<file path="config.mk">
export PLATFORM = sky130hd
export DESIGN_NAME = hitdly_pixel
export DESIGN_NICKNAME = d
export VERILOG_FILES = /design/src/rtl/hitdly_pkg.sv /design/src/rtl/hitdly_unit.sv /design/src/rtl/hitdly_alloc.sv /design/src/rtl/hitdly_pixel.sv
export SDC_FILE = /design/constraint.sdc
export NUM_CORES = 1
export LEC_CHECK = 0
export ABC_AREA = 1
export BUFFER_PORTS_ARGS = -buffer_cell sky130_fd_sc_hd__buf_2
export CAP_MARGIN = 20
export CORE_ASPECT_RATIO = 1.1
export CORE_UTILIZATION = 51
export DETAILED_ROUTE_END_ITERATION = 10
export PLACE_DENSITY = 0.84
export SKIP_LAST_GASP = 1
export SLEW_MARGIN = 20
export SYNTH_ARGS = -nofsm -noshare
export SYNTH_HDL_FRONTEND = slang
export SYNTH_HIERARCHICAL = 1
export SYNTH_SLANG_ARGS = --single-unit
</file>
<file path="constraint.sdc">
create_clock -name clk -period 1.7 [get_ports clk]
set_input_delay 0.34 -clock clk [delete_from_list [all_inputs] [get_ports clk]]
set_output_delay 0.34 -clock clk [all_outputs]
set_load 0.01 [all_outputs]
</file>
<file path="src/rtl/hitdly_pkg.sv">
package hitdly_pkg;

   // equality count held in a slot: capture counts as the first equality
   typedef logic [1:0] mcnt_t;

   localparam mcnt_t MCNT_IDLE  = 2'd0;
   localparam mcnt_t MCNT_FIRST = 2'd1;
   // count value on which the next equality is the expiring (third) one
   localparam mcnt_t MCNT_LAST  = 2'd2;

endpackage

</file>
<file path="src/rtl/hitdly_unit.sv">
module hitdly_unit
   import hitdly_pkg::*;
#(
   parameter int TS_W = 8
) (
   input  logic            clk,
   input  logic            rst_n,
   input  logic [TS_W-1:0] ts_i,
   input  logic            load_i,
   output logic            busy_o,
   output logic            expire_o
);

   logic            busy_q;
   logic [TS_W-1:0] stamp_q;
   mcnt_t           cnt_q;
   logic            match;

   assign match    = busy_q && (stamp_q == ts_i);
   assign expire_o = match && (cnt_q == MCNT_LAST);
   assign busy_o   = busy_q;

   always_ff @(posedge clk) begin
      if (!rst_n) begin
         busy_q  <= 1'b0;
         stamp_q <= '0;
         cnt_q   <= MCNT_IDLE;
      end else if (load_i) begin
         // a load wins over a simultaneous expiry: the slot is reused at once
         busy_q  <= 1'b1;
         stamp_q <= ts_i;
         cnt_q   <= MCNT_FIRST;
      end else if (expire_o) begin
         busy_q  <= 1'b0;
         cnt_q   <= MCNT_IDLE;
      end else if (match) begin
         cnt_q   <= cnt_q + 2'd1;
      end
   end


   load_capture_chk: assert property (@(posedge clk) disable iff (!rst_n)
      load_i |=> (busy_o && stamp_q == $past(ts_i)));


   expire_frees_chk: assert property (@(posedge clk) disable iff (!rst_n)
      (expire_o && !load_i) |=> !busy_o);


   stamp_hold_chk: assert property (@(posedge clk) disable iff (!rst_n)
      (busy_o && !load_i && !expire_o) |=> ($stable(stamp_q) && busy_o));

endmodule

</file>
<file path="src/rtl/hitdly_alloc.sv">
module hitdly_alloc #(
   parameter int NUM_UNITS = 2
) (
   input  logic                 clk,
   input  logic                 rst_n,
   input  logic                 req_i,
   input  logic [NUM_UNITS-1:0] free_i,
   output logic [NUM_UNITS-1:0] grant_o,
   output logic                 drop_o
);

   generate
      if (NUM_UNITS == 1) begin : g_single
         assign grant_o = req_i & free_i;
      end else begin : g_prio
         // lowest index free slot takes the hit
         always_comb begin
            logic found;
            found   = 1'b0;
            grant_o = '0;
            for (int i = 0; i < NUM_UNITS; i++) begin
               if (req_i && free_i[i] && !found) begin
                  grant_o[i] = 1'b1;
                  found      = 1'b1;
               end
            end
         end
      end
   endgenerate

   assign drop_o = req_i && (free_i == '0);


   grant_onehot_chk: assert property (@(posedge clk) disable iff (!rst_n)
      $onehot0(grant_o));


   grant_when_free_chk: assert property (@(posedge clk) disable iff (!rst_n)
      (req_i && free_i != '0) |-> ($countones(grant_o) == 1));

endmodule

</file>
<file path="src/rtl/hitdly_pixel.sv">
module hitdly_pixel
   import hitdly_pkg::*;
#(
   parameter int TS_W       = 8,
   parameter int NUM_UNITS  = 2,
   parameter bit STROBE_REG = 1'b1
) (
   input  logic            clk,
   input  logic            rst_n,
   input  logic            hit_i,
   input  logic            mask_i,
   input  logic [TS_W-1:0] ts_gray_i,
   input  logic            trig_i,
   output logic            coinc_o,
   output logic            overflow_o
);

   localparam int UW = NUM_UNITS;

   initial begin
      assert (TS_W >= 2 && TS_W <= 32) else $error("TS_W out of range");
      assert (NUM_UNITS >= 1 && NUM_UNITS <= 16) else $error("NUM_UNITS out of range");
   end

   logic          hit_ok;
   logic [UW-1:0] busy_vec;
   logic [UW-1:0] expire_vec;
   logic [UW-1:0] free_vec;
   logic [UW-1:0] load_vec;
   logic          drop;
   logic          any_expire;
   logic          coinc_now;
   logic          ovf_q;

   assign hit_ok   = hit_i && mask_i;
   // a slot that expires this cycle counts as free for a new hit
   assign free_vec = ~busy_vec | expire_vec;

   hitdly_alloc #(.NUM_UNITS(UW)) alloc_i (
      .clk     (clk),
      .rst_n   (rst_n),
      .req_i   (hit_ok),
      .free_i  (free_vec),
      .grant_o (load_vec),
      .drop_o  (drop)
   );

   for (genvar u = 0; u < UW; u++) begin : g_unit
      hitdly_unit #(.TS_W(TS_W)) unit_i (
         .clk      (clk),
         .rst_n    (rst_n),
         .ts_i     (ts_gray_i),
         .load_i   (load_vec[u]),
         .busy_o   (busy_vec[u]),
         .expire_o (expire_vec[u])
      );
   end

   assign any_expire = |expire_vec;
   assign coinc_now  = any_expire && trig_i;

   generate
      if (STROBE_REG) begin : g_reg
         logic coinc_q;
         always_ff @(posedge clk) begin
            if (!rst_n) coinc_q <= 1'b0;
            else        coinc_q <= coinc_now;
         end
         assign coinc_o = coinc_q;


         strobe_needs_trig_chk: assert property (@(posedge clk) disable iff (!rst_n)
            coinc_o |-> $past(trig_i));
      end else begin : g_comb
         assign coinc_o = coinc_now;


         strobe_needs_trig_chk: assert property (@(posedge clk) disable iff (!rst_n)
            coinc_o |-> trig_i);
      end
   endgenerate

   always_ff @(posedge clk) begin
      if (!rst_n)    ovf_q <= 1'b0;
      else if (drop) ovf_q <= 1'b1;
   end
   assign overflow_o = ovf_q;


   no_overflow_clear_chk: assert property (@(posedge clk) disable iff (!rst_n)
      overflow_o |=> overflow_o);


   mask_no_alloc_chk: assert property (@(posedge clk) disable iff (!rst_n)
      !mask_i |=> ($countones(busy_vec) <= $past($countones(busy_vec)) && !$rose(overflow_o)));


   reset_state_chk: assert property (@(posedge clk)
      !rst_n |=> (busy_vec == '0 && !coinc_o && !overflow_o));

endmodule

</file>
Yosys cells after proc, flatten, opt, wreduce, memory -nomap -nowiden
Cells that the tools add are included.

Bitwise operators: 3. Reductions and logical operators: 19. Multiplexer cells: 12. Equal/unequal tests: 4. $add $sub $neg: 2.

Operators by type and width (count): $eq A8 B8 Y1 (2); $mux W1 (12); $logic_and A1 B1 Y1 (10); $reduce_bool A3 Y1 (2); $reduce_or A3 Y1 (2); $add A2 B1 Y2 const B (2); $eq A2 B2 Y1 const B (2); $reduce_bool A2 Y1 (2); $logic_not A2 Y1 (1); $not A2 Y2 (1); $or A2 B2 Y2 (1); $reduce_or A2 Y1 (1); $logic_not A1 Y1 (1); $not A1 Y1 (1).

Input bits: 13. Word-level logic and storage cells: 50. Output and inout bits: 2. Register bits after elaboration: 24.

Logic depth before layout (Yosys ltp)
Gate-level depths: netlist (run 1).

Depth after elaboration: 10. Gate-level depth with buffers: 17.

Cells and area by module
The synthesis (run 1) kept the hierarchy.

By module, submodules not included: hitdly_unit (times used 2, cells an instance 98, area an instance 614.3 um2, seq. area each 220.2 um2); hitdly_pixel (times used 1, cells an instance 14, area an instance 85.1 um2, seq. area each 40.0 um2); hitdly_alloc (times used 1, cells an instance 7, area an instance 26.3 um2, seq. area each 0.0 um2).

Least setup slack after synthesis (run 1)
OpenSTA, ideal clock, no wires.

Path kind: register to register. Start: register g_unit[1].unit_i.stamp_q[7]. End: register g_unit[1].unit_i.stamp_q[3]. Data arrival time: 1.663 ns. Slack: -0.033 ns. Library setup time: 0.070 ns. Required time: 1.630 ns. Period minus slack after synthesis: 1.733 ns. Buffers on the path: 1. Stages on the path, launching flop included: 14. Path through: dfxtp_1 > inv_1 > a21oi_2 > nand3_2 > nor2_2 > nand3_1 > inv_1 > inv_1 > nand2_1 > inv_1 > nor2_1 > buf_2 > o21ai_0 > a21oi_1.

Cells in the longest elaborated chain, start to end: 7.

RTL lines: start: declaration (line hitdly_unit.sv:15) `logic [TS_W-1:0] stamp_q;`; start signal: assignment (line hitdly_unit.sv:31) `stamp_q <= ts_i;`; $eq A8 B8 Y1 (line hitdly_unit.sv:19) `assign match = busy_q && (stamp_q == ts_i);`; $logic_and A1 B1 Y1 (line hitdly_unit.sv:19); $logic_and A1 B1 Y1 (line hitdly_unit.sv:20) `assign expire_o = match && (cnt_q == MCNT_LAST);`; named net expire_vec[1] (line hitdly_pixel.sv:27) `logic [UW-1:0] expire_vec;`; $or A2 B2 Y2 (line hitdly_pixel.sv:37) `assign free_vec = ~busy_vec | expire_vec;`; named net free_vec[1] (line hitdly_pixel.sv:28) `logic [UW-1:0] free_vec;`; $logic_and A1 B1 Y1 (2 in series) (line hitdly_alloc.sv:22) `if (req_i && free_i[i] && !found) begin`; $mux W1 (line hitdly_alloc.sv:22); named net load_vec[1] (line hitdly_pixel.sv:29) `logic [UW-1:0] load_vec;`.

The timed path passes the listed nets, and every way through them passes these cells. A chain may end at the register's enable or synchronous reset.

Worst setup path after layout (run 1)
Start: register g_unit[1].unit_i.stamp_q[1]. End: register g_unit[1].unit_i.stamp_q[0].

The elaborated chain is that of the path after synthesis.

==> results of run 1 <==
[metrics by stage]
| step | cells | cell area [um2] | setup slack (ps) |
|---|---|---|---|
| after floorplan | 217 | 1340 | 38.2 |
| after global placement | 282 | 1620 | -343 |
| after detailed placement | 282 | 1620 | -479 |
| after CTS | 288 | 1700 | 5.99 |
| after global routing | 293 | 1850 | -199 |
| final | 293 | 1850 | 0.389 |
[path summary, 6_finish.rpt]
path | startpoint | endpoint | depth (start not counted)
setup / recovery | g_unit[1].unit_i/stamp_q[1] | g_unit[1].unit_i/stamp_q[0] | 14
hold / removal | trig_i | coinc_o | 3
setup reg to reg | g_unit[1].unit_i/stamp_q[1] | g_unit[1].unit_i/stamp_q[0] | 14
hold reg to reg | g_unit[0].unit_i/cnt_q[1] | g_unit[0].unit_i/cnt_q[1] | 2
[timing repair]
| action | 4_1_cts | 5_1_grt |
|---|---|---|
| setup buffers | 2 | 5 |
| gates resized for setup | 15 | 44 |
| gates cloned | 1 | 1 |
| pin swaps | 3 | 19 |
| endpoints found under the setup margin | 23 | 23 |
[cell type report]
| type | count | share of cell area, % |
|---|---|---|
| clock buffers | 3 | 1.22 |
| inverters | 51 | 10.6 |
| multi-input cells | 139 | 40.8 |
| flip-flops and latches | 24 | 26.7 |
| well taps | 31 | 2.10 |
| repair buffers | 45 | 18.6 |
[where the power goes]
group          leakage [nW]  internal [mW]  switching (mW)  total, mW
sequential            0.200          0.589          0.0184      0.608
combinational         0.738          0.115           0.142      0.256
clock                0.0138         0.0824           0.153      0.235
total                 0.951          0.786           0.313       1.10
[placed cells by master, fill, tap and decap left out, types with 4 or more instances in the layout]
master and instances:
sky130_fd_sc_hd__buf_4 26, sky130_fd_sc_hd__o21ai_0 10, sky130_fd_sc_hd__inv_2 16, sky130_fd_sc_hd__o21ai_1 4, sky130_fd_sc_hd__nand3_2 5, sky130_fd_sc_hd__nand2_2 8
sky130_fd_sc_hd__a21oi_2 6, sky130_fd_sc_hd__nand2_1 45, sky130_fd_sc_hd__nor2_1 18, sky130_fd_sc_hd__dfxtp_1 14, sky130_fd_sc_hd__dfxtp_2 10, sky130_fd_sc_hd__nor2_2 10
sky130_fd_sc_hd__a21oi_1 12, sky130_fd_sc_hd__inv_1 34, sky130_fd_sc_hd__xor2_1 4, sky130_fd_sc_hd__nand3_1 7, sky130_fd_sc_hd__buf_2 14
[critical path: stages (launching register included)]
cell and delay (ps):
sky130_fd_sc_hd__dfxtp_2 370, sky130_fd_sc_hd__inv_2 30, sky130_fd_sc_hd__nand2_1 50, sky130_fd_sc_hd__nand2_1 60, sky130_fd_sc_hd__nor2_1 130, sky130_fd_sc_hd__nand2_1 80
sky130_fd_sc_hd__nor2_2 120, sky130_fd_sc_hd__nand3_2 100, sky130_fd_sc_hd__inv_2 70, sky130_fd_sc_hd__inv_1 40, sky130_fd_sc_hd__nand2_2 60, sky130_fd_sc_hd__inv_2 60
sky130_fd_sc_hd__nor2_4 210, sky130_fd_sc_hd__o21ai_0 130, sky130_fd_sc_hd__a21oi_1 130
[cells by family (layout without fill, tap and decap cells)]
group,count (synthesis),after routing
fa+ha+maj,2,2
flops,24,24
simple gates,98,99
buf+inv,55,99
xor+xnor,4,4
compound gates,34,34
[per-layer routing]
layer / share of wire (%) / vias to the layer above / global-route usage, %
li1: - / 745 / -
met1: 43 / 663 / 26.7
met2: 53 / 19 / 42.5
met3: 2.0 / 4 / 2.73
met4: 1.3 / 0 / 7.54
met5: 0 / - / 0
[state kept, by name (all words and copies together), names as in the netlist]
register / count
g_unit.unit_i/cnt_q: 4
g_unit.unit_i/stamp_q: 16
overflow_o: 1
coinc_o: 1
g_unit.unit_i/busy_o: 2
==> qor.txt, run 1 <==
CRITICAL PATH
--------------------------------------------------------------------------------
Arrival time worst endpoint                                              1940 ps
Worst path required time                                                 1940 ps
Highest fanout seen on the critical path                                       8
Type of the worst setup path                                        flop to flop
R2r setup slk                                                             0.4 ps
CP endpoint kind                                                            flop
Worst setup SP type                                                         flop

CLOCK NETWORK
--------------------------------------------------------------------------------
Clock latency reported for the late side of the worst-skew pair           300 ps
Hold bufs inserted after CTS                                                   0
CTS H-Tree Depth                                                               1
Num CTS Buffers                                                                3
Clock-pin slew on the worst setup and hold paths                          120 ps
CTS Root Cell                                                       sky130_fd_sc_hd__clkbuf_4
Deepest clock path buffer count                                                2
Number of clock sinks                                                         24
Clock tree from TritonCTS                                                   done

DRT
--------------------------------------------------------------------------------
Number of iterations in the first detailed-routing pass                        4
Number of routed nets with antenna violations                                  0
Wire per inst                                                            11.4 um
Count of vias placed by the detailed router                                 1431
DR DRC count                                                                   0
Mean number of vias per cell                                                4.88
DRT iter0 DRCs                                                                51
Final wirelength                                                         3.33 mm

YOSYS
--------------------------------------------------------------------------------
Share of Yosys cell area claimed by the top area cell type                 35.9%
Cell count after synthesis                                                   217
Warning count from the yosys run                                               6
Number of unique standard cell types used by synthesis                        16
Register bit count reported by yosys                                          24
Simple-Gate Fraction of Synth Area                                         30.6%
Largest cells by area after synthesis                               sky130_fd_sc_hd__dfxtp_1 36%, sky130_fd_sc_hd__nand2_1 15%, sky130_fd_sc_hd__inv_1 12%, sky130_fd_sc_hd__nor2_1 7.3%, sky130_fd_sc_hd__a21oi_1 6.0%
Post-synthesis average cell area                                        6.18 um2
Yosys top cell by area                                              sky130_fd_sc_hd__dfxtp_1
Share of the synthesized netlist area taken by xor and xnor gates          2.61%
FFs w/ async S/R, synth                                                       0%
Dominant combinational cell family by area after synthesis          simple AND/OR/NAND/NOR gates
Post-Syn Nets                                                                232
Total standard cell area after synthesis                                1340 um2
Most used flip-flop cell after synthesis                            sky130_fd_sc_hd__dfxtp_1
Top post-synthesis cells by count                                   54 x sky130_fd_sc_hd__nand2_1, 43 x sky130_fd_sc_hd__inv_1, 26 x sky130_fd_sc_hd__nor2_1
Proportion of synthesized area in mux cells                                   0%
Count of flip-flops with a built-in enable after synthesis                     0
Synthesized-area fraction occupied by adder cells                          1.87%
Compound-cell area share of the yosys netlist                              13.3%
Sequential element share of the synthesized area                           35.9%
Dominant cell by count in the synthesized netlist                   sky130_fd_sc_hd__nand2_1

DIE
--------------------------------------------------------------------------------
Standard cell core area                                                 2500 um2
Die H                                                                    55.8 um
Standard-cell rows                                                            19
Full die area                                                           2840 um2
IO Count                                                                      15
Die Width                                                                50.9 um
Starting utilization of the core area                                      53.7%

STA
--------------------------------------------------------------------------------
Final Critical Period                                                    1700 ps
Worst hold slack                                                          270 ps
Worst clock skew                                                         3.94 ps
Final clock period utilization by the worst path                            100%
Relative slew slack                                                        73.0%
Max Freq                                                                 588 MHz
Finish-stage setup viols                                                       0
Worst Max-Slew Pin Slew                                                   405 ps
Unrepaired setup endpoints after global routing                              yes
Hold Violations, Final                                                         0
Final Max Tran Viols                                                           0
Summed negative setup slack over all endpoints                              0 ps

RUN
--------------------------------------------------------------------------------
Number of max-cap violations                                                   0

PLACEMENT
--------------------------------------------------------------------------------
Estimated wirelength of the detail-placed design                         2.14 mm
RePlAce Congestion                                                         0.830
Number of port buffers                                                        14

FINAL LAYOUT
--------------------------------------------------------------------------------
Final-layout fill cell count                                                 187
Multi-input gate area in the final layout                                754 um2
Fraction of final layout cells sized beyond drive strength 1               42.0%
Number of nets in the layout                                                 279
Area occupied by registers                                               493 um2
Final core occ                                                             74.1%
Number of diodes                                                               0
Area Overhead vs Synth                                                     38.0%

GRT
--------------------------------------------------------------------------------
Pin count of the biggest net entering global routing                          23
Antenna violations before repair                                               0
GR Util All Layers                                                         23.0%
Vias in the first global route                                              1348
GR Overflow Total                                                              0
First-pass GRT wire length                                               5.11 mm

POWER AND IR DROP
--------------------------------------------------------------------------------
Static leakage                                                          0.951 nW
Total chip power                                                         1.10 mW
Areal power density over the cells                                    595 nW/um2
Worst vdd ir                                                              447 uV

OUTCOME
--------------------------------------------------------------------------------
Result of the run                                                      completed

MIN PATH
--------------------------------------------------------------------------------
Worst hold path class                                               input port to flop

No activity file was read; power rests on OpenSTA's default activity.
==> inputs of run 2 (changes only) <==
--- a/config.mk
+++ b/config.mk
@@ -9,12 +9,11 @@
 export BUFFER_PORTS_ARGS = -buffer_cell sky130_fd_sc_hd__buf_2
 export CAP_MARGIN = 20
 export CORE_ASPECT_RATIO = 1.1
-export CORE_UTILIZATION = 51
+export CORE_UTILIZATION = 52
 export DETAILED_ROUTE_END_ITERATION = 10
-export PLACE_DENSITY = 0.84
+export PLACE_DENSITY = 0.85
 export SKIP_LAST_GASP = 1
 export SLEW_MARGIN = 20
 export SYNTH_ARGS = -nofsm -noshare
 export SYNTH_HDL_FRONTEND = slang
-export SYNTH_HIERARCHICAL = 1
 export SYNTH_SLANG_ARGS = --single-unit
==> constraint.sdc (replaced) <==
create_clock -name clk -period 1.7 [get_ports clk]
set_input_delay 0.17 -clock clk [delete_from_list [all_inputs] [get_ports clk]]
set_output_delay 0.17 -clock clk [all_outputs]
set_load 0.01 [all_outputs]
==> run 2 against run 1 <==
Effect of this change: via count rose by 9.0%; sequential share of layout area is 2.8 points higher; register-to-register slack gained 97 ps; clock-buffer cell count unchanged; synthesized cell count rose by 12%; non-clock buffer count is 26 lower; global-route usage up 2.1 points; critical path depth is 3 lower; die area increased by 6.3%; combinational power shrank 20%; sequential power fell by 2%; sequential cell count did not move.
==> qor.txt, run 2 <==
CLOCK NETWORK
------------------------------------------------------------------------------
CTS Root Cell                                                     sky130_fd_sc_hd__clkbuf_4
PostCTS Resize Cnt                                                           0   -15
Number of buffers inserted by post-CTS setup repair                          0   -2
CTS H-Tree Depth                                                             1   unchanged
Hold bufs inserted after CTS                                                 0   unchanged
Number of clock sinks                                                       24   unchanged
Clock-pin slew on the worst setup and hold paths                        140 ps   +20 ps
Deepest clock path buffer count                                              2   unchanged
Clock latency reported for the late side of the worst-skew pair         320 ps   +20 ps
Num CTS Buffers                                                              3   unchanged
Clock tree from TritonCTS                                                 done

STA
------------------------------------------------------------------------------
Final Critical Period                                                  1600 ps   -97.4 ps
Max Freq                                                               624 MHz   +6.1%
Summed negative setup slack over all endpoints                            0 ps   unchanged
Finish-stage setup viols                                                     0   unchanged
Worst clock skew                                                       12.0 ps   +8.08 ps
Relative slew slack                                                      68.4%   -4.6 points
Final Max Tran Viols                                                         0   unchanged
Final clock period utilization by the worst path                         94.2%   -5.7 points
Hold Violations, Final                                                       0   unchanged
Unrepaired setup endpoints after global routing                            yes
Worst Max-Slew Pin Slew                                                 473 ps   +68.3 ps

CRITICAL PATH
------------------------------------------------------------------------------
R2r setup slk                                                           100 ps   +100 ps
Worst setup SP type                                                       flop
Worst reg2reg path startpoint                                     g_unit[0].unit_i.stamp_q[5]
Type of the worst setup path                                      flop to flop
CP endpoint kind                                                          flop
Crit Reg-Reg Endpoint                                             g_unit[1].unit_i.stamp_q[6]
Worst path required time                                               1980 ps   +40 ps
Critical path origin                                              g_unit[0].unit_i.stamp_q[5]
Depth of the most critical reg-to-reg path                                  11   -3
Arrival time worst endpoint                                            1880 ps   -60 ps
Highest fanout seen on the critical path                                     5   -3
Critical Path Sink                                                g_unit[1].unit_i.stamp_q[6]

DRT
------------------------------------------------------------------------------
DRT iter0 DRCs                                                              66   +29%
Mean number of vias per cell                                              5.31   +8.6%
Number of iterations in the first detailed-routing pass                      4   unchanged
Wire per inst                                                          12.0 um   +5.6%
Final wirelength                                                       3.53 mm   +5.9%
DR DRC count                                                                 0   unchanged
Number of routed nets with antenna violations                                0   unchanged
Count of vias placed by the detailed router                               1560   +9.0%

DIE
------------------------------------------------------------------------------
Die Width                                                              52.5 um   +3.1%
IO Count                                                                    15   unchanged
Full die area                                                         3020 um2   +6.3%
Standard-cell rows                                                          19   unchanged
Die H                                                                  57.5 um   +3.1%
Standard cell core area                                               2570 um2   +2.9%
Starting utilization of the core area                                    56.7%   +3.0 points

YOSYS
------------------------------------------------------------------------------
Post-synthesis average cell area                                      5.97 um2   -3.3%
Largest cells by area after synthesis                             sky130_fd_sc_hd__dfxtp_1 33%, sky130_fd_sc_hd__nand2_1 20%, sky130_fd_sc_hd__nor2_1 10%, sky130_fd_sc_hd__inv_1 7.5%, sky130_fd_sc_hd__nand3_1 6.9%
Dominant cell by count in the synthesized netlist                 sky130_fd_sc_hd__nand2_1
Warning count from the yosys run                                             0   -6
Sequential element share of the synthesized area                         33.0%   -2.9 points
Count of flip-flops with a built-in enable after synthesis                   0   unchanged
Register bit count reported by yosys                                        24   unchanged
Most used flip-flop cell after synthesis                          sky130_fd_sc_hd__dfxtp_1
Yosys top cell by area                                            sky130_fd_sc_hd__dfxtp_1
Share of Yosys cell area claimed by the top area cell type               33.0%   -2.9 points
Post-Syn Nets                                                              259   +12%
Cell count after synthesis                                                 244   +12%
Number of unique standard cell types used by synthesis                      23   +7
Top post-synthesis cells by count                                 76 x sky130_fd_sc_hd__nand2_1, 40 x sky130_fd_sc_hd__nor2_1, 29 x sky130_fd_sc_hd__inv_1
FFs w/ async S/R, synth                                                     0%   unchanged
Total standard cell area after synthesis                              1460 um2   +8.7%

GRT
------------------------------------------------------------------------------
Antenna violations before repair                                             0   unchanged
GR Util All Layers                                                       25.1%   +2.1 points
First-pass GRT wire length                                             5.62 mm   +10%
GR Overflow Total                                                            0   unchanged
Vias in the first global route                                            1330   -1.3%
Pin count of the biggest net entering global routing                        19   -17%

FINAL LAYOUT
------------------------------------------------------------------------------
Area Overhead vs Synth                                                   12.7%
Top library cells by usage in the layout, fill and taps aside     76 x sky130_fd_sc_hd__nand2_1, 40 x sky130_fd_sc_hd__nor2_1, 29 x sky130_fd_sc_hd__inv_1
Largest register by flop count                                    g_unit.unit_i.stamp_q
Fraction of final layout cells sized beyond drive strength 1             14.8%   -27 points
Number of nets in the layout                                               279   unchanged
Number of flip-flops in the largest register                                16   unchanged
Commonest non-fill, non-tap cell in the layout                    sky130_fd_sc_hd__nand2_1
Number of diodes                                                             0   unchanged

PLACEMENT
------------------------------------------------------------------------------
Number of port buffers                                                      14   unchanged
Estimated wirelength of the detail-placed design                       2.64 mm   +23%
RePlAce Congestion                                                       0.942   +13%

POWER AND IR DROP
------------------------------------------------------------------------------
Total chip power                                                       1.22 mW   +11%
Areal power density over the cells                                  744 nW/um2   +25%
Static leakage                                                        0.760 nW   -20%
Worst vdd ir                                                            721 uV   +61%

OUTCOME
------------------------------------------------------------------------------
Result of the run                                                    completed

MIN PATH
------------------------------------------------------------------------------
Hold Startpoint                                                         trig_i
Worst hold path class                                             input port to flop

RUN
------------------------------------------------------------------------------
Number of max-cap violations                                                 0   unchanged

run 2: critical path: stages (launching register included):
cell,delay [ps]
sky130_fd_sc_hd__dfxtp_1,350
sky130_fd_sc_hd__inv_1,50
sky130_fd_sc_hd__nand2_1,100
sky130_fd_sc_hd__nand2_1,90
sky130_fd_sc_hd__inv_1,40
sky130_fd_sc_hd__nand2_1,120
sky130_fd_sc_hd__nor2_4,60
sky130_fd_sc_hd__nand3_2,80
sky130_fd_sc_hd__nand3_1,200
sky130_fd_sc_hd__nor2_2,310
sky130_fd_sc_hd__nor2_1,70
sky130_fd_sc_hd__nor2_1,100
run 2: kinds of logic after synthesis:
| logic type | synth area share [%] |
|---|---|
| AO/OA/AOI/OAI | 6.96 |
| XOR/XNOR | 1.20 |
| flip-flops | 33.0 |
| adder cells (fa/ha/maj) | 1.72 |
| buffers and inverters | 10.5 |
| AND/OR/NAND/NOR | 46.6 |
run 2: layout make-up:
type,instances,area (um2)
clock buffers,3,22.5
multi-input cells,183,835
repair buffers,19,108
clock inverters,1,30.0
well taps,31,38.8
inverters,33,124
flip-flops and latches,24,484
fillers,268,926
run 2: worst min path at each step:
stage | to | slack [ps] | cells after the start
final | coinc_o | 60 | 3
after global routing | coinc_o | 80 | 3
after CTS | coinc_o | 50 | 3
after detailed placement | coinc_o | 410 | 3
after global placement | coinc_o | 410 | 3
after floorplan | coinc_o | 300 | 2
run 2: per-stage QoR:
stage	cells	utilization [%]	hold WS (ps)	area, um2	setup slack (ps)
3_3_place_gp	289	61.3	410	1570	187
5_1_grt	294	63.9	79.8	1640	-16.3
3_5_place_dp	289	61.3	413	1570	136
6_report	294	63.9	57.2	1640	97.8
2_1_floorplan	244	-	295	1460	341
4_1_cts	293	63.4	53.6	1630	105
run 2: where the power goes:
group	total [mW]	leakage, nW	switching [mW]	internal (mW)
Combinational	0.206	0.535	0.134	0.0716
Sequential	0.598	0.197	0.0148	0.583
Clock	0.416	0.0279	0.178	0.239
Total	1.22	0.760	0.327	0.894
run 2: layer usage:
metal  GRT usage [%]  share of wire [%]
met1            33.2                 46
met3            3.47                7.9
met4            9.77                1.7
met2            40.7                 45
met5               0                  0
==> inputs of run 3 (changes only) <==
--- a/config.mk
+++ b/config.mk
@@ -9,11 +9,13 @@
 export BUFFER_PORTS_ARGS = -buffer_cell sky130_fd_sc_hd__buf_2
 export CAP_MARGIN = 20
 export CORE_ASPECT_RATIO = 1.1
-export CORE_UTILIZATION = 52
+export CORE_UTILIZATION = 51
 export DETAILED_ROUTE_END_ITERATION = 10
-export PLACE_DENSITY = 0.85
+export GPL_TIMING_DRIVEN = 1
+export PLACE_DENSITY = 0.84
 export SKIP_LAST_GASP = 1
 export SLEW_MARGIN = 20
 export SYNTH_ARGS = -nofsm -noshare
 export SYNTH_HDL_FRONTEND = slang
+export SYNTH_HIERARCHICAL = 1
 export SYNTH_SLANG_ARGS = --single-unit
==> run 3 against run 2 <==
Effect of this change: the flow now finishes with violations (negative setup slack); design area grew 10%; setup slack worse by 190 ps; first-iteration DRC count shrank 50%; cell count shrank 2.0%; clock power is 41% lower; register-to-register slack worse by 190 ps; combinational power up 16%; global-route usage shrank 0.35 points; critical endpoint is now g_unit[1].unit_i/stamp_q[2].
==> qor.txt, run 3 (synthesis results as in run 1) <==
FINAL LAYOUT
--------------------------------------------------------------------------------
Number of nets in the layout                                                 274   -1.8%
Number of diodes                                                               0   unchanged
Number of flip-flops in the largest register                                  16   unchanged
Area Overhead vs Synth                                                     34.9%
Largest register by flop count                                      g_unit.unit_i/stamp_q
Commonest non-fill, non-tap cell in the layout                      sky130_fd_sc_hd__nand2_1
Fraction of final layout cells sized beyond drive strength 1               40.9%   +26 points
Top library cells by usage in the layout, fill and taps aside       42 x sky130_fd_sc_hd__nand2_1, 34 x sky130_fd_sc_hd__inv_1, 22 x sky130_fd_sc_hd__nor2_1
Final core occ                                                             72.4%   +8.5 points

GRT
--------------------------------------------------------------------------------
Vias in the first global route                                              1333   +0.23%
GR Overflow Total                                                              0   unchanged
GR Util All Layers                                                         24.8%   -0.35 points
Antenna violations before repair                                               0   unchanged
First-pass GRT wire length                                               5.35 mm   -4.9%
Pin count of the biggest net entering global routing                          23   +4

DRT
--------------------------------------------------------------------------------
Final wirelength                                                         3.45 mm   -2.2%
Mean number of vias per cell                                                5.07   -4.5%
Count of vias placed by the detailed router                                 1459   -6.5%
DR DRC count                                                                   0   unchanged
Number of routed nets with antenna violations                                  0   unchanged
Wire per inst                                                            12.0 um   -0.17%
DRT iter0 DRCs                                                                33   -50%
Number of iterations in the first detailed-routing pass                        4   unchanged

STA
--------------------------------------------------------------------------------
Worst Max-Slew Pin Slew                                                   455 ps   -18.0 ps
Final clock period utilization by the worst path                            106%   +11 points
Max Freq                                                                 557 MHz   -11%
Unrepaired setup endpoints after global routing                              yes
Final Critical Period                                                    1790 ps   +193 ps
Relative slew slack                                                        69.6%   +1.2 points
Minimum setup slack in the final design                                 -94.8 ps   -193 ps
Hold Violations, Final                                                         0   unchanged
Worst hold slack                                                         74.9 ps   +17.7 ps
Final Max Tran Viols                                                           0   unchanged
Finish-stage setup viols                                                      11   +11
Worst clock skew                                                         2.73 ps   -9.29 ps

CLOCK NETWORK
--------------------------------------------------------------------------------
CTS H-Tree Depth                                                               1   unchanged
Deepest clock path buffer count                                                2   unchanged
Number of clock sinks                                                         24   unchanged
Clock-pin slew on the worst setup and hold paths                          130 ps   about the same
Clock latency reported for the late side of the worst-skew pair           310 ps   about the same
Num CTS Buffers                                                                3   unchanged
CTS Root Cell                                                       sky130_fd_sc_hd__clkbuf_4
Clock tree from TritonCTS                                                   done

OUTCOME
--------------------------------------------------------------------------------
Result of the run                                                   finished with violations
Failing checks                                                      negative setup slack

PLACEMENT
--------------------------------------------------------------------------------
Estimated wirelength of the detail-placed design                         2.07 mm   -21%
Number of port buffers                                                        14   unchanged
RePlAce Congestion                                                         0.738   -22%
Setup slack after placement                                             -36.6 ps   -173 ps

CRITICAL PATH
--------------------------------------------------------------------------------
Highest fanout seen on the critical path                                       4   -1
Max stage delay cell, worst path                                    sky130_fd_sc_hd__dfxtp_2
CP max stage delay                                                        360 ps   about the same
CP endpoint kind                                                            flop
Cell with the most instances on the worst path                      sky130_fd_sc_hd__inv_1
Crit path buf inv count                                                        5   +3
Worst path required time                                                 1910 ps   -70 ps
Arrival time worst endpoint                                              2010 ps   +130 ps
Type of the worst setup path                                        flop to flop
Cell type group with the largest total delay on the critical path   simple AND/OR/NAND/NOR gates
R2r setup slk                                                             -90 ps   -190 ps
Crit path cell chain                                                inv_1, a21oi_2, nand3_2, nor2_2, nand3_2, inv_2, inv_1, nand2_2, inv_1, nand2_2, nor2_4, buf_6, o21ai_0, nor2_1
Worst setup SP type                                                         flop

DIE
--------------------------------------------------------------------------------
Die H                                                                    55.8 um   -3.0%
Starting utilization of the core area                                      53.7%   -3.0 points
Die Width                                                                50.9 um   -3.0%
Standard cell core area                                                 2500 um2   -2.8%
Standard-cell rows                                                            19   unchanged
IO Count                                                                      15   unchanged
Full die area                                                           2840 um2   -6.0%

POWER AND IR DROP
--------------------------------------------------------------------------------
Cell internal pwr                                                       0.773 mW   -14%
Fraction of power spent switching nets                                     29.4%   +2.6 points
Sequential cell fraction of total power                                    55.7%   +6.7 points
Total chip power                                                         1.09 mW   -10%
Gate power share                                                           21.8%   +4.9 points
Worst vdd ir                                                              480 uV   -33%
Net switching component of the power                                    0.321 mW   -1.8%
Clock share of power                                                       22.5%   -12 points
Areal power density over the cells                                    605 nW/um2   -19%
Static leakage                                                          0.923 nW   +21%

RUN
--------------------------------------------------------------------------------
Number of max-cap violations                                                   0   unchanged

MIN PATH
--------------------------------------------------------------------------------
Worst hold path class                                               input port to flop

## run 3: changes by cell type in the layout (fill, tap and decap cells not counted), sizes merged, moves of 2 or more
cell,before,now
o21ai,5,16
nor3,2,0
a21oi,14,18
xor2,2,4
nand3,21,12
inv,33,51
nand4,10,0
nand2,80,54
nor2,44,30
buf,19,40
nand3b,0,2
## run 3: layout make-up
| type | instances | area [um2] |
|---|---|---|
| repair buffers | 41 | 322 |
| flip-flops and latches | 24 | 493 |
| inverters | 51 | 194 |
| well taps | 31 | 38.8 |
| fillers | 189 | 688 |
| multi-input cells | 138 | 738 |
| clock buffers | 3 | 22.5 |
## run 3: what timing repair did
| item | 4_1_cts | 5_1_grt |
|---|---|---|
| buffers inserted | 6 | 4 |
| cloned | 1 | 1 |
| pin swaps | 5 | 17 |
| gates resized for setup | 17 | 51 |
| setup endpoints to repair | 11 | 23 |
| hold buffers | 0 | 0 |
## run 3: routing by layer
| layer | GRT usage (%) | wire (um) | vias to the layer above | part of all wire [%] |
|---|---|---|---|---|
| met3 | 3.01 | 107 | 8 | 3.1 |
| met4 | 12.3 | 58 | 0 | 1.7 |
| met1 | 27.5 | 1400 | 685 | 41 |
| met2 | 45.1 | 1890 | 33 | 55 |
| met5 | 0 | 0 | - | 0 |
| li1 | - | - | 733 | - |
## run 3: tightest hold or removal path, stage by stage
cell                      delay [ps]
sky130_fd_sc_hd__buf_2           100
sky130_fd_sc_hd__nand2_1          50
sky130_fd_sc_hd__nor2_1           40
## run 3: worst paths after layout
| path | startpoint | to | cells past startpoint |
|---|---|---|---|
| worst min-delay path | trig_i | coinc_o | 3 |
| worst max register to register | g_unit[0].unit_i/stamp_q[7] | g_unit[1].unit_i/stamp_q[2] | 14 |
| worst max-delay path | g_unit[0].unit_i/stamp_q[7] | g_unit[1].unit_i/stamp_q[2] | 14 |
| worst min register to register | g_unit[0].unit_i/cnt_q[1] | g_unit[0].unit_i/cnt_q[1] | 2 |
## run 3: power groups by stage
stage / clock, mW / sequential, mW / combinational [mW]
after floorplan: 0 / 0.613 / 0.120
after detailed placement: 0 / 0.616 / 0.187
final: 0.246 / 0.610 / 0.238
after global placement: 0 / 0.615 / 0.181
after CTS: 0.255 / 0.605 / 0.195
after global routing: 0.274 / 0.613 / 0.263
## run 3: per-stage QoR
stage	instance area, um2	setup TNS [ps]	cells
floorplan	1340	0	217
global placement	1560	0	273
detailed placement	1560	-187	273
CTS	1670	-30.4	283
global route	1810	-3670	288
finish	1810	-734	288
